## src/rtl/eprom_mode_dec.sv

```systemverilog
module eprom_mode_dec #(
  parameter int DW = 16,
  parameter int AW = 10,
  parameter int IDXW = 4,
  parameter int HVBIT = 9,
  parameter logic [6:0] MFR_ID = 7'h01,
  parameter logic [6:0] DEV_ID = 7'h0C
) (
  input  logic          clk,
  input  logic          rst,
  input  logic          ce_n,
  input  logic          oe_n,
  input  logic          pgm_n,
  input  logic          vpp_hi,
  input  logic          a_hv,
  input  logic          erase,
  input  logic [AW-1:0] addr,
  input  logic [DW-1:0] din,
  output logic [DW-1:0] dq_out,
  output logic          dq_oe,
  output logic [2:0]    mode
);
  localparam int DEPTH = 1 << IDXW;
  localparam logic [2:0] M_READ = 3'd0, M_ODIS = 3'd1, M_STBY = 3'd2, M_PROG = 3'd3,
                         M_VRFY = 3'd4, M_INHB = 3'd5, M_IDEN = 3'd6;
  localparam logic [AW-1:0] ID_MASK = ~((AW'(1) << HVBIT) | AW'(1));
  localparam logic [7:0] MFR_CODE = {~^MFR_ID, MFR_ID};
  localparam logic [7:0] DEV_CODE = {~^DEV_ID, DEV_ID};

  logic [DW-1:0] mem [DEPTH];
  logic [IDXW-1:0] idx;
  logic id_req;

  assign idx = addr[IDXW-1:0];
  assign id_req = a_hv && ((addr & ID_MASK) == '0);

  always_comb begin
    if (vpp_hi) begin
      if (ce_n)       mode = M_INHB;
      else if (!pgm_n) mode = M_PROG;
      else if (!oe_n) mode = M_VRFY;
      else            mode = M_ODIS;
    end else begin
      if (ce_n)       mode = M_STBY;
      else if (oe_n)  mode = M_ODIS;
      else if (id_req) mode = M_IDEN;
      else            mode = M_READ;
    end
  end

  always_ff @(posedge clk) begin
    if (rst || erase) begin
      for (int i = 0; i < DEPTH; i++) mem[i] <= '1;
    end else if (mode == M_PROG) begin
      mem[idx] <= mem[idx] & din;
    end
  end

  always_comb begin
    case (mode)
      M_READ, M_VRFY: dq_out = mem[idx];
      M_IDEN:         dq_out = DW'(addr[0] ? DEV_CODE : MFR_CODE);
      default:        dq_out = '0;
    endcase
  end

  assign dq_oe = (mode == M_READ) || (mode == M_VRFY) || (mode == M_IDEN);
endmodule

```

## config.mk

```make
export PLATFORM = sky130hd
export DESIGN_NAME = eprom_mode_dec
export DESIGN_NICKNAME = d
export VERILOG_FILES = /design/src/rtl/eprom_mode_dec.sv
export SDC_FILE = /design/constraint.sdc
export NUM_CORES = 1
export LEC_CHECK = 0
export ABC_AREA = 0
export CAP_MARGIN = 0
export CORE_ASPECT_RATIO = 0.9
export CORE_MARGIN = 1
export CORE_UTILIZATION = 43
export CTS_CLUSTER_DIAMETER = 40
export DETAILED_ROUTE_END_ITERATION = 10
export DONT_BUFFER_PORTS = 1
export SLEW_MARGIN = 20
export SYNTH_ARGS = -nofsm -noshare
export SYNTH_HDL_FRONTEND = slang
export SYNTH_SLANG_ARGS = --single-unit
```

## constraint.sdc

```tcl
create_clock -name clk -period 3.5 [get_ports clk]
set_input_delay 0.875 -clock clk [delete_from_list [all_inputs] [get_ports clk]]
set_output_delay 0.875 -clock clk [all_outputs]
set_load 0.005 [all_outputs]
```

==> results.cfg <==
[run_status]
outcome = completed

[placement]
io_buffers = 0
dp_slack_ns = 0.316
gp_congestion = 0.824
postPlaceCellArea_um2 = 12200
hpwlAfterDp_mm = 17.6

[routing]
first_pass_iters = 5
drtIter0Drc = 726
top_layer_used = met4
routed-wl-met3_mm = 2.69
drt_wl_total_mm = 28.5
drc = 0
wl_per_cell_um = 23.6
vias = 6832
via_per_inst = 5.66
ant_nets = 0
wl_met2_mm = 13.5
wl_met1_mm = 11.8

[timing]
worst_slew_pin_slew_ns = 0.580
finalHoldViolations = 0
slew_violations = 0
max-slew-margin-rel_pct = 61.1
rsz0062_at_grt = false
fin_crit_ns = 3.29
fin_tns_setup_ns = 0
setup_ws_ns = 0.208
hold_slack_ns = 0.660
finalCritPeriodShare_pct = 94.1
setup_violations = 0
fin_skew_ns = 0.0116
max_freq_mhz = 304

[clocking]
cts.path.max_buffers = 3
hold_buffers = 0
cts_tree = built
cts_sinks = 256
clock_latency_ns = 0.50
numCtsBuffers = 34
cts_resized = 0
post_cts_buffers = 0
clockRootBuffer = clkbuf_16
cts_max_level = 2
clk_pin_slew_worst_paths_ns = 0.05

[cells_and_area]
finalNetCount = 864
reg.largest.list = mem: 256 flops
nFillCells = 2295
drive_gt1_share_pct = 27.2
largest_register_ffs = 256
final_cell_area_um2 = 13300
ff_latch_area_um2 = 7690
final_common_cell = edfxtp_1
diodes = 0
area_delta_synth_final_pct = 12.6
final_cell_mix = 256 x edfxtp_1, 240 x nand2_1, 64 x mux4_2
multi_input_area_um2 = 3670
top_register = mem

[critical_path]
crit_path_max_fanout = 9
r2r_slack_ns = 1.46
required_ns = 2.62
criticalPathCategory = in2out
rr_endpoint = mem[4][0]
end_kind = output port
reg2reg_from = mem[3][0]
cp.arrival_ns = 2.42
cp-start-kind = input port
worstRegToRegCells = 4

[global_routing]
grt_pass1_wl_mm = 43.2
antenna_found_initial = 0
grt_util_all_layers_pct = 21.0
grt_max_degree = 77
gr-total-overflow = 0
grt_pass1_vias = 7098

[synth]
synth_area_per_cell_um2 = 14.6
synth_cell_types = 39
synth_fp_nets = 843
synth-seq-cells = 256
yosys-top-cells-area = edfxtp_1 65%, mux4_2 12%, nand2_1 7.6%, nand2_2 1.7%, buf_6 1.6%
yosysTopAreaCell = edfxtp_1
yosys_warnings = 0
syn_inst = 809
syn_area_um2 = 11800
ys_seq_area_share_pct = 64.9
synth_top_area_share_pct = 64.9

[min_path]
hold-path-cell-count = 2
hold_start = din[15]
hold_path_end = mem[7][15]
hp-class = in2reg

[die]
die_y_um = 159
dieWidth_um = 177
dieArea_um2 = 28200
start_util_pct = 43.8
fp.coreArea_um2 = 27000
rows = 57
pin_count = 54

[flow_run]
drv_cap = 0

[power_and_ir_drop]
power.density_nw_per_um2 = 530
power.total_mw = 7.06
leakage_nw = 3.57
vdd_drop_max_uv = 301
==> synthesized netlist by cell type <==
master      n
edfxtp_1  256
nand2_1   240
mux4_2     64
nand2_2    33
nand2b_1   30
buf_2      29
nor2_1     20
buf_6      17
a211oi_1   12
mux2_2     12
mux2i_1    12
buf_4      10
nor3_4     10
inv_1       9
and3_1      8
clkbuf_1    8
o21ai_0     6
nand3_1     4
a22oi_1     3
a31o_2      3
nor4_1      3
nor2b_1     2
nor4_4      2
a21oi_1     1
a22oi_2     1
a311oi_1    1
a31o_4      1
buf_1       1
inv_2       1
nand2b_4    1
nand4_1     1
nor3b_1     1
nor4b_1     1
o221ai_1    1
o22ai_1     1
or2_1       1
or2_2       1
or4_1       1
or4_4       1
==> per-stage QoR <==
stage / utilization, % / std cells
after floorplan: - / 809
after global placement: 45.2 / 1148
after detailed placement: 45.2 / 1148
after CTS: 49.3 / 1207
after global routing: 49.3 / 1207
final: 49.3 / 1207
==> logic make-up (layout without fill, tap and decap cells) <==
family | count (synthesis) | after routing | synth area share (%)
AO/OA/AOI/OAI | 30 | 30 | 1.92
buffers and inverters | 75 | 119 | 4.08
flip-flops | 256 | 256 | 64.9
multiplexers | 88 | 88 | 14.3
AND/OR/NAND/NOR | 360 | 360 | 14.7
==> worst max-delay path by stage <==
| stage | start | end | slack [ns] | depth (start not counted) |
|---|---|---|---|---|
| after floorplan | addr[0] | dq_out[1] | 0.40 | 7 |
| after global placement | a_hv | dq_out[8] | 0.30 | 6 |
| after detailed placement | a_hv | dq_out[8] | 0.32 | 6 |
| after CTS | a_hv | dq_out[15] | 0.30 | 6 |
| after global routing | a_hv | dq_out[15] | 0.18 | 6 |
| final | a_hv | dq_out[15] | 0.21 | 6 |
==> power breakdown <==
part | internal, mW | switching [mW]
Clock | 2.13 | 1.28
Sequential | 3.37 | 0.000948
Combinational | 0.0910 | 0.198
Total | 5.59 | 1.47
==> per-layer routing <==
metal | up-vias | global-route usage, %
li1 | 3014 | -
met1 | 3467 | 29.6
met2 | 311 | 33.1
met3 | 40 | 4.73
met4 | 0 | 5.41
met5 | - | 0
==> area by class of cell <==
type	count	area share (%)
Multi-Input combinational cell	478	27.5
Timing Repair Buffer	50	2.82
Clock inverter	22	1.77
Clock buffer	37	6.63
Tap cell	354	3.32
Sequential cell	256	57.7
Inverter	10	0.282
==> worst max-delay path: stages <==
cell and delay, ns:
nor4b_1 0.13, a311oi_1 0.36, o221ai_1 0.16, buf_4 0.20
a211oi_1 0.48, buf_4 0.21
No activity file was read; power rests on OpenSTA's default activity.
